`src/rtl/beam_pkg.sv`:
```
package beam_pkg;
  localparam int NUM_CH    = 2;
  localparam int NUM_SLOTS = 4;
  localparam int SLOT_IW   = $clog2(NUM_SLOTS);

  // slot in which channel ch drives its emitter (opposite phase)
  function automatic logic [SLOT_IW-1:0] ch_slot(input int ch);
    return SLOT_IW'(ch * (NUM_SLOTS / NUM_CH));
  endfunction
endpackage

```
`src/rtl/beam_pulse_seq.sv`:
```
module beam_pulse_seq
  import beam_pkg::*;
#(
  parameter int SLOT_CYCLES = 2500
) (
  input  logic              clk_i,
  input  logic              rst_ni,
  output logic [NUM_CH-1:0] emit_o,
  output logic [NUM_CH-1:0] smp_o
);
  localparam int CW = (SLOT_CYCLES > 1) ? $clog2(SLOT_CYCLES) : 1;
  localparam logic [CW-1:0] LAST = CW'(SLOT_CYCLES - 1);

  logic [CW-1:0]      slot_cnt_q, slot_cnt_d;
  logic [SLOT_IW-1:0] slot_idx_q, slot_idx_d;
  logic               slot_end;
  logic [NUM_CH-1:0]  emit_d, emit_q;

  assign slot_end   = (slot_cnt_q == LAST);
  assign slot_cnt_d = slot_end ? '0 : slot_cnt_q + 1'b1;
  assign slot_idx_d = slot_end ? slot_idx_q + 1'b1 : slot_idx_q;

  for (genvar c = 0; c < NUM_CH; c++) begin : g_ch
    assign emit_d[c] = (slot_idx_d == ch_slot(c));
    assign smp_o[c]  = slot_end && (slot_idx_q == ch_slot(c));

    p_smp_in_window_r3: assert property (@(posedge clk_i) disable iff (!rst_ni)
      smp_o[c] |-> emit_o[c]);
    p_emit_ends_after_smp_r1: assert property (@(posedge clk_i) disable iff (!rst_ni)
      smp_o[c] |=> !emit_o[c]);
  end

  always_ff @(posedge clk_i or negedge rst_ni) begin
    if (!rst_ni) begin
      slot_cnt_q <= '0;
      slot_idx_q <= '0;
      for (int c = 0; c < NUM_CH; c++) emit_q[c] <= (ch_slot(c) == '0);
    end else begin
      slot_cnt_q <= slot_cnt_d;
      slot_idx_q <= slot_idx_d;
      emit_q     <= emit_d;
    end
  end

  assign emit_o = emit_q;

  initial begin
    assert (SLOT_CYCLES >= 3) else $error("SLOT_CYCLES must cover synchronizer latency");
  end

  p_no_overlap_r2: assert property (@(posedge clk_i) disable iff (!rst_ni)
    $countones(emit_o) <= 1);
  p_emit_steady_r1: assert property (@(posedge clk_i) disable iff (!rst_ni)
    (slot_cnt_q != '0) |-> $stable(emit_o));
endmodule

```
`src/rtl/beam_sync.sv`:
```
module beam_sync #(
  parameter int W = 2
) (
  input  logic         clk_i,
  input  logic         rst_ni,
  input  logic [W-1:0] d_i,
  output logic [W-1:0] q_o
);
  for (genvar i = 0; i < W; i++) begin : g_bit
    logic meta_q, sync_q;
    always_ff @(posedge clk_i or negedge rst_ni) begin
      if (!rst_ni) begin
        meta_q <= 1'b0;
        sync_q <= 1'b0;
      end else begin
        meta_q <= d_i[i];
        sync_q <= meta_q;
      end
    end
    assign q_o[i] = sync_q;
  end
endmodule

```
`src/rtl/beam_integrator.sv`:
```
module beam_integrator #(
  parameter int CNT_W = 4
) (
  input  logic clk_i,
  input  logic rst_ni,
  input  logic smp_i,
  input  logic hit_i,
  output logic broken_o,
  output logic good_o,
  output logic bad_o
);
  localparam logic [CNT_W-1:0] CNT_MAX = '1;

  logic [CNT_W-1:0] cnt_q;
  logic             good_q, bad_q;

  always_ff @(posedge clk_i or negedge rst_ni) begin
    if (!rst_ni) begin
      cnt_q  <= '0;
      good_q <= 1'b0;
      bad_q  <= 1'b1;
    end else if (smp_i) begin
      good_q <= hit_i;
      bad_q  <= !hit_i;
      if (hit_i) begin
        if (cnt_q != CNT_MAX) cnt_q <= cnt_q + 1'b1;
      end else begin
        if (cnt_q != '0) cnt_q <= cnt_q - 1'b1;
      end
    end
  end

  assign broken_o = !cnt_q[CNT_W-1];
  assign good_o   = good_q;
  assign bad_o    = bad_q;

  p_hold_top_r4: assert property (@(posedge clk_i) disable iff (!rst_ni)
    (smp_i && hit_i && cnt_q == CNT_MAX) |=> cnt_q == CNT_MAX);
  p_step_up_r4: assert property (@(posedge clk_i) disable iff (!rst_ni)
    (smp_i && hit_i && cnt_q != CNT_MAX) |=> cnt_q == $past(cnt_q) + 1'b1);
  p_hold_floor_r5: assert property (@(posedge clk_i) disable iff (!rst_ni)
    (smp_i && !hit_i && cnt_q == '0) |=> cnt_q == '0);
  p_step_down_r5: assert property (@(posedge clk_i) disable iff (!rst_ni)
    (smp_i && !hit_i && cnt_q != '0) |=> cnt_q == $past(cnt_q) - 1'b1);
  p_idle_r3: assert property (@(posedge clk_i) disable iff (!rst_ni)
    !smp_i |=> $stable(cnt_q) && $stable(good_o));
  p_break_edge_r6: assert property (@(posedge clk_i) disable iff (!rst_ni)
    $rose(broken_o) |-> $past(smp_i) && !$past(hit_i));
  p_ind_excl_r7: assert property (@(posedge clk_i) disable iff (!rst_ni)
    good_o != bad_o);
endmodule

```
`src/rtl/beam_pulse_monitor.sv`:
```
module beam_pulse_monitor
  import beam_pkg::*;
#(
  parameter int SLOT_CYCLES = 2500,
  parameter int CNT_W       = 4
) (
  input  logic       clk_i,
  input  logic       rst_ni,
  input  logic [1:0] rx_i,
  output logic [1:0] emit_o,
  output logic [1:0] broken_o,
  output logic [1:0] good_o,
  output logic [1:0] bad_o
);
  logic [NUM_CH-1:0] smp, rx_s;

  beam_pulse_seq #(.SLOT_CYCLES(SLOT_CYCLES)) i_seq (
    .clk_i  (clk_i),
    .rst_ni (rst_ni),
    .emit_o (emit_o),
    .smp_o  (smp)
  );

  beam_sync #(.W(NUM_CH)) i_sync (
    .clk_i  (clk_i),
    .rst_ni (rst_ni),
    .d_i    (rx_i),
    .q_o    (rx_s)
  );

  for (genvar c = 0; c < NUM_CH; c++) begin : g_chan
    beam_integrator #(.CNT_W(CNT_W)) i_integ (
      .clk_i    (clk_i),
      .rst_ni   (rst_ni),
      .smp_i    (smp[c]),
      .hit_i    (rx_s[c]),
      .broken_o (broken_o[c]),
      .good_o   (good_o[c]),
      .bad_o    (bad_o[c])
    );
  end

  // a channel's indicators change only at that channel's own judgement
  p_chan_indep_r8: assert property (@(posedge clk_i) disable iff (!rst_ni)
    !smp[0] |=> $stable(good_o[0]) && $stable(broken_o[0]));
endmodule

```
`config.mk`:
```
export PLATFORM = sky130hd
export DESIGN_NAME = beam_pulse_monitor
export DESIGN_NICKNAME = d
export VERILOG_FILES = /design/src/rtl/beam_pkg.sv /design/src/rtl/beam_pulse_seq.sv /design/src/rtl/beam_sync.sv /design/src/rtl/beam_integrator.sv /design/src/rtl/beam_pulse_monitor.sv
export SDC_FILE = /design/constraint.sdc
export NUM_CORES = 1
export LEC_CHECK = 0
export ABC_AREA = 1
export ABC_CLOCK_PERIOD_IN_PS = 2700
export BUFFER_PORTS_ARGS = -buffer_cell sky130_fd_sc_hd__buf_2
export CORE_ASPECT_RATIO = 0.7
export CORE_MARGIN = 1
export CORE_UTILIZATION = 64
export DETAILED_ROUTE_END_ITERATION = 10
export PLACE_DENSITY = 0.84
export RECOVER_POWER = 100
export SLEW_MARGIN = 20
export SYNTH_ARGS = -nofsm -noshare
export SYNTH_HDL_FRONTEND = slang
export SYNTH_HIERARCHICAL = 1
export SYNTH_SLANG_ARGS = --single-unit
```
`constraint.sdc`:
```
create_clock -name clk_i -period 2.7 [get_ports clk_i]
set_clock_uncertainty 0.2 [all_clocks]
set_input_delay 0.54 -clock clk_i [delete_from_list [all_inputs] [get_ports clk_i]]
set_output_delay 0.54 -clock clk_i [all_outputs]
set_load 0.05 [all_outputs]
```
==> reports/qor.txt, run 1 <==
Hold Path Class - flip-flop to flip-flop
Antenna Cells - 0
Final Hold Vio Count - 0
MaxCap Viol Count - 1
Netlist cell types - 26
Synth Register Bits - 32
Fin crit period - 2.18 ns
Leak Pwr - 1.02 nW
YS warnings - 6
Iter 0 DRT Violations - 183
Routed WL - 3690 µm
Final period util - 80.7%
H-tree Lvls - 2
Avg Cell Area, Syn - 7.88 µm²
Slew HR - -9.62%
Longest Clk Path Bufs - 2
Hold slack - 0.154 ns
Largest net degree at the start of global routing - 33
# fillers - 185
Post-DP HPWL - 2720 µm
Clk root buf - clkbuf_8
Synthesized area - 1870 µm²
1st-pass router iterations - 5
Cell Rows - 15
CTS tree - built
Power per cell area - 460 nW/µm²
Global-route wire length before repair - 6240 µm
Vias in the first global route - 1411
PostCTS Resize Cnt - 0
Clock slew at reported path FFs - 0.06 ns
DR WL/cell - 12.8 µm
Worst reg-to-reg path cell count - 11
Setup slack, reg-to-reg - 0.52 ns
CP endpoint - g_chan[1].i_integ/cnt_q[1]$_DFFE_PN0P_
Vias per cell - 5.28
Placer Congestion - 0.873
Fmax - 0.459 GHz
Die Y - 47.2 µm
Cell count after synthesis - 237
Final setup fails - 0
RSZ-0062 raised after global routing - false
Sequential cell area - 805 µm²
Initial antenna violation count - 0
Post-CTS Hold Fix Bufs - 0
Syn Nets - 250
Drt drc - 0
Critical R2R Capture - g_chan[1].i_integ/cnt_q[1]$_DFFE_PN0P_
CP endpoint kind - flip-flop
Synthesis-to-finish area growth - 6.56%
Slew Viols, Final - 33
CTS buffer count - 5
Layout cell share with drive strength beyond 1 - 10.6%
CP startpoint - i_seq/slot_cnt_q[0]$_DFF_PN0_
Peak supply drop - 0.315 mV
Outcome - finished with violations
Violated checks - capacitance limit, slew limit
Clk_lat worst skew - 0.29 ns
Num ports - 12
Total number of vias - 1522
Min-Delay Startpoint - i_sync/g_bit[0].meta_q$_DFF_PN0_
Slew of the pin with the lowest slew margin - 1.64 ns
DRT antenna net count - 0
Die area - 3140 µm²
Gr usage total - 28.5%
Die width - 66.6 µm
Layout net count - 266
Worst Setup Start Kind - flip-flop
Setup CP Type - flip-flop to flip-flop
Grt ovf - 0
PortBufs - 11
Starting Density - 71.6%
Sequential cell area fraction in the yosys report - 43.1%
Worst Path Arrival - 2.21 ns
TNS Setup - 0 ns
Multi-input gate area - 866 µm²
Crit path max fanout - 5
Post-CTS setup buffer count - 0
Core Area - 2610 µm²
FF-to-FF Start - i_seq/slot_cnt_q[0]$_DFF_PN0_
Worst EP required - 2.73 ns
Sink Count - 32
-- per-layer routing --
metal	vias up	track usage, %	wire [µm]
li1	766	-	-
met5	-	0	0
met2	70	41.0	1480
met3	9	8.98	324
met4	0	11.9	61
met1	677	40.5	1820
-- critical path, cell delays in order, from the launching register on --
cell     delay (ns)
dfrtp_1        0.37
ha_1           0.22
nand2_1        0.10
nor3_1         0.14
nand3_1        0.11
nor2_1         0.18
nand2_1        0.10
inv_1          0.10
o21ai_0        0.30
nand2_4        0.18
nand2_1        0.06
nand2_1        0.05
-- layout make-up --
type                    instances  area share, %
clock buffers                   8           5.03
inverters                      36           6.79
multi-input cells             167           43.5
flip-flops and latches         32           40.4
well taps                      34           2.14
repair buffers                 11           2.14
-- Yosys cell counts --
cell type	instances	share of area [%]
xor2_1	5	2.3
nand2_4	3	1.8
inv_2	5	1.0
nand2_2	5	1.7
nand3_2	3	1.6
nor2_1	33	6.6
buf_4	2	0.80
fa_1	2	2.1
dfstp_2	3	4.2
nand4_1	1	0.34
nor2_4	1	0.60
nand3_1	24	6.4
o21ai_4	2	1.7
nor3_4	1	0.87
nor2_2	4	1.3
nor3_1	4	1.1
nand2_1	65	13
ha_1	7	4.7
inv_1	30	6.0
o21bai_2	1	0.60
a31oi_1	1	0.34
dfrtp_1	29	39
a21oi_1	3	0.80
clkinv_1	1	0.20
o21ai_1	1	0.27
nor3_2	1	0.54
-- stage by stage --
stage	total power (W)	instances	area, µm²	setup slack (ns)	utilization, %
after global routing	0.000951	288	1990	0.303	76.3
final	0.000916	288	1990	0.522	76.3
after floorplan	0.000505	237	1870	0.977	-
after CTS	0.000925	288	2050	0.720	78.6
after detailed placement	0.000517	280	1950	0.733	74.8
after global placement	0.000516	280	1950	0.795	74.8
-- state kept, by name, summed over array words and instances, names as in the netlist --
name                   count
i_seq/slot_cnt_q          12
g_chan.i_integ/cnt_q       8
g_chan.i_integ/bad_o       2
g_chan.i_integ/good_o      2
i_seq/emit_o               2
i_seq/slot_idx_q           2
i_sync/g_bit.meta_q        2
i_sync/g_bit.sync_q        2
-- cell families (layout without fill, tap and decap cells) --
family | after synthesis | after routing | share of synthesized area [%]
fa+ha+maj | 9 | 9 | 6.83
compound gates | 8 | 8 | 3.75
simple gates | 145 | 145 | 36.0
buf+inv | 38 | 55 | 8.04
xor+xnor | 5 | 5 | 2.34
flops | 32 | 32 | 43.1
-- report_power, final --
group          internal [W]  leakage, nW  switching [W]
Clock              0.000232       0.0515       0.000176
Sequential         0.000483        0.413     0.00000247
Combinational    0.00000510        0.555      0.0000170
-- cells in the final DEF, fill, tap and decap left out, drive strengths merged, types with 2 or more instances in the layout --
master	count
a21oi	3
buf	2
clkbuf	17
dfrtp	29
dfstp	3
fa	2
ha	7
inv	35
nand2	73
nand3	27
nor2	38
nor3	6
o21ai	3
xor2	5
-- worst min path at each step --
stage / end / cells past startpoint / slack (ns)
finish: i_sync/g_bit[0].sync_q$_DFF_PN0_ / 0 / 0.15
global route: i_sync/g_bit[0].meta_q$_DFF_PN0_ / 1 / 0.15
CTS: i_seq/slot_cnt_q[7]$_DFF_PN0_ / 1 / 0.11
detailed placement: i_sync/g_bit[0].sync_q$_DFF_PN0_ / 0 / 0.14
global placement: i_sync/g_bit[0].sync_q$_DFF_PN0_ / 0 / 0.13
floorplan: g_chan[0].i_integ/cnt_q[0]$_DFFE_PN0P_ / 0 / 0.04
Power figures use the tool's default switching activity.
==> inputs of run 2 (changes only) <==
--- a/config.mk
+++ b/config.mk
@@ -6,13 +6,13 @@
 export NUM_CORES = 1
 export LEC_CHECK = 0
 export ABC_AREA = 1
-export ABC_CLOCK_PERIOD_IN_PS = 2700
+export ABC_CLOCK_PERIOD_IN_PS = 2080
 export BUFFER_PORTS_ARGS = -buffer_cell sky130_fd_sc_hd__buf_2
 export CORE_ASPECT_RATIO = 0.7
 export CORE_MARGIN = 1
-export CORE_UTILIZATION = 64
+export CORE_UTILIZATION = 60
 export DETAILED_ROUTE_END_ITERATION = 10
-export PLACE_DENSITY = 0.84
+export PLACE_DENSITY = 0.8
 export RECOVER_POWER = 100
 export SLEW_MARGIN = 20
 export SYNTH_ARGS = -nofsm -noshare
==> constraint.sdc (replaced) <==
create_clock -name clk_i -period 2.08 [get_ports clk_i]
set_clock_uncertainty 0.2 [all_clocks]
set_input_delay 0.416 -clock clk_i [delete_from_list [all_inputs] [get_ports clk_i]]
set_output_delay 0.416 -clock clk_i [all_outputs]
set_load 0.05 [all_outputs]
==> run 2 against run 1 <==
- the flow now finishes without violations
- register-to-register slack got worse by 0.43 ns
- non-clock buffer count is 5 higher
- clock power grew 6.8%
- clock-buffer cell count fell by 2
- highest routed layer unchanged
==> reports/qor.txt, run 2 (synthesis gave the netlist of run 1 again) <==
Outcome - complete, no violations (was finished with violations)
Routed WL - 3670 µm (was 3690 µm)
Worst Path Arrival - 2.01 ns (was 2.21 ns)
Longest Clk Path Bufs - 2 (unchanged)
Power per cell area - 533 nW/µm² (was 460 nW/µm²)
Die Y - 48.7 µm (was 47.2 µm)
Leak Pwr - 1.04 nW (was 1.02 nW)
Clk root buf - clkbuf_8 (unchanged)
Starting Density - 64.8% (was 71.6%)
Peak supply drop - 0.322 mV (was 0.315 mV)
Fin crit period - 1.99 ns (was 2.18 ns)
Worst Setup Start Kind - flip-flop (unchanged)
PortBufs - 11 (unchanged)
Largest net degree at the start of global routing - 33 (unchanged)
Slew HR - 47.8% (was -9.62%)
Core Area - 2880 µm² (was 2610 µm²)
TNS Setup - 0 ns (unchanged)
Hold slack - 0.00905 ns (was 0.154 ns)
Final Hold Vio Count - 0 (unchanged)
Synthesis-to-finish area growth - 10.0% (was 6.56%)
Layout net count - 271 (was 266)
Global-route wire length before repair - 6150 µm (was 6240 µm)
Most common cell after layout, fill and taps aside - nand2_1 (unchanged)
Final period util - 95.7% (was 80.7%)
Placer Congestion - 0.980 (was 0.873)
Fmax - 0.502 GHz (was 0.459 GHz)
DRT antenna net count - 0 (unchanged)
Post-DP HPWL - 2670 µm (was 2720 µm)
CTS tree - built (unchanged)
H-tree Lvls - 2 (unchanged)
1st-pass router iterations - 4 (was 5)
Num ports - 12 (unchanged)
Slew Viols, Final - 0 (was 33)
DR WL/cell - 12.5 µm (was 12.8 µm)
MaxCap Viol Count - 0 (was 1)
Largest regs - i_seq/slot_cnt_q x12, g_chan.i_integ/cnt_q x8 (unchanged)
Die area - 3340 µm² (was 3140 µm²)
Final setup fails - 0 (unchanged)
Crit path max fanout - 5 (unchanged)
Drt drc - 0 (unchanged)
CP endpoint kind - flip-flop (unchanged)
Clock slew at reported path FFs - 0.06 ns (about the same)
Post-CTS Hold Fix Bufs - 0 (unchanged)
Sink Count - 32 (unchanged)
Total number of vias - 1516 (was 1522)
Setup slack, reg-to-reg - 0.09 ns (was 0.52 ns)
Antenna Cells - 0 (unchanged)
Largest reg by FF count - i_seq/slot_cnt_q (unchanged)
Max FFs per register - 12 (unchanged)
Slew of the pin with the lowest slew margin - 0.784 ns (was 1.64 ns)
Iter 0 DRT Violations - 111 (was 183)
Die width - 68.7 µm (was 66.6 µm)
Commonest non-fill, non-tap cells in the layout - nand2_1, nor2_1, inv_1 (unchanged)
Hold Path Class - input pin to async pin (was flip-flop to flip-flop)
Initial antenna violation count - 0 (unchanged)
CTS buffer count - 5 (unchanged)
Cell Rows - 16 (was 15)
Clk_lat worst skew - 0.28 ns (was 0.29 ns)
Setup CP Type - flip-flop to flip-flop (unchanged)
Vias in the first global route - 1320 (was 1411)
Layout cell share with drive strength beyond 1 - 16.3% (was 10.6%)
Total power - 0.00110 W (was 0.000916 W)
Grt ovf - 0 (unchanged)
Gr usage total - 25.4% (was 28.5%)
Worst EP required - 2.10 ns (was 2.73 ns)
Vias per cell - 5.16 (was 5.28)
-- run 2: critical path, stage by stage (launching register included) --
cell and delay [ns]:
dfrtp_1 0.40, ha_4 0.16, nand2_1 0.07, nor3_1 0.13, nand3_1 0.20, nor2_2 0.22, inv_1 0.08, nor2_1 0.13
nand2_2 0.12, nand2_4 0.11, nand3_2 0.06, nand2_1 0.05
-- run 2: final timing paths --
| check | startpoint | end | cells past startpoint |
|---|---|---|---|
| worst min register to register | i_sync/g_bit[1].meta_q$_DFF_PN0_ | i_sync/g_bit[1].sync_q$_DFF_PN0_ | 0 |
| worst max register to register | i_seq/slot_cnt_q[0]$_DFF_PN0_ | g_chan[1].i_integ/cnt_q[3]$_DFFE_PN0P_ | 11 |
| worst max-delay path | i_seq/slot_cnt_q[0]$_DFF_PN0_ | g_chan[1].i_integ/cnt_q[3]$_DFFE_PN0P_ | 11 |
| min in group clk_i | rx_i[1] | i_sync/g_bit[1].meta_q$_DFF_PN0_ | 1 |
| max in group asynchronous | rst_ni | i_seq/slot_cnt_q[0]$_DFF_PN0_ | 1 |
| worst min-delay path | rst_ni | i_seq/slot_cnt_q[6]$_DFF_PN0_ | 1 |
-- run 2: per-stage QoR --
step / std cells / worst slack, ns / area [µm²] / utilization (%)
2_1_floorplan: 237 / 0.357 / 1870 / -
3_3_place_gp: 286 / 0.171 / 1980 / 68.8
3_5_place_dp: 286 / 0.112 / 1980 / 68.8
4_1_cts: 293 / 0.109 / 2060 / 71.5
5_1_grt: 294 / -0.0369 / 2060 / 71.3
6_report: 294 / 0.0897 / 2060 / 71.3
-- run 2: area by class of cell --
cell class / instances / area, µm²
repair buffers: 16 / 78.8
fillers: 239 / 827
multi-input cells: 167 / 915
inverters: 36 / 135
flip-flops and latches: 32 / 805
well taps: 36 / 45.0
clock inverters: 1 / 5.00
clock buffers: 6 / 72.6
-- run 2: repair_timing --
| item | in CTS | in global routing |
|---|---|---|
| resized for setup | 0 | 7 |
| hold endpoints to repair | 0 | 0 |
| setup endpoints to repair | 0 | 8 |
| buffers inserted | 0 | 1 |
-- run 2: layer usage --
layer,vias to the layer above,GRT usage [%],share of wire (%)
met1,681,41.7,50
met3,5,8.96,8.6
met5,-,0,0
met2,56,30.6,40
li1,774,-,-
met4,0,7.14,0.74
-- run 2: power breakdown --
part           switching, W  total (W)  leakage [nW]  internal [W]
Sequential       0.00000296   0.000630         0.413      0.000627
Clock              0.000210   0.000437        0.0410      0.000227
Combinational     0.0000217  0.0000288         0.584    0.00000705
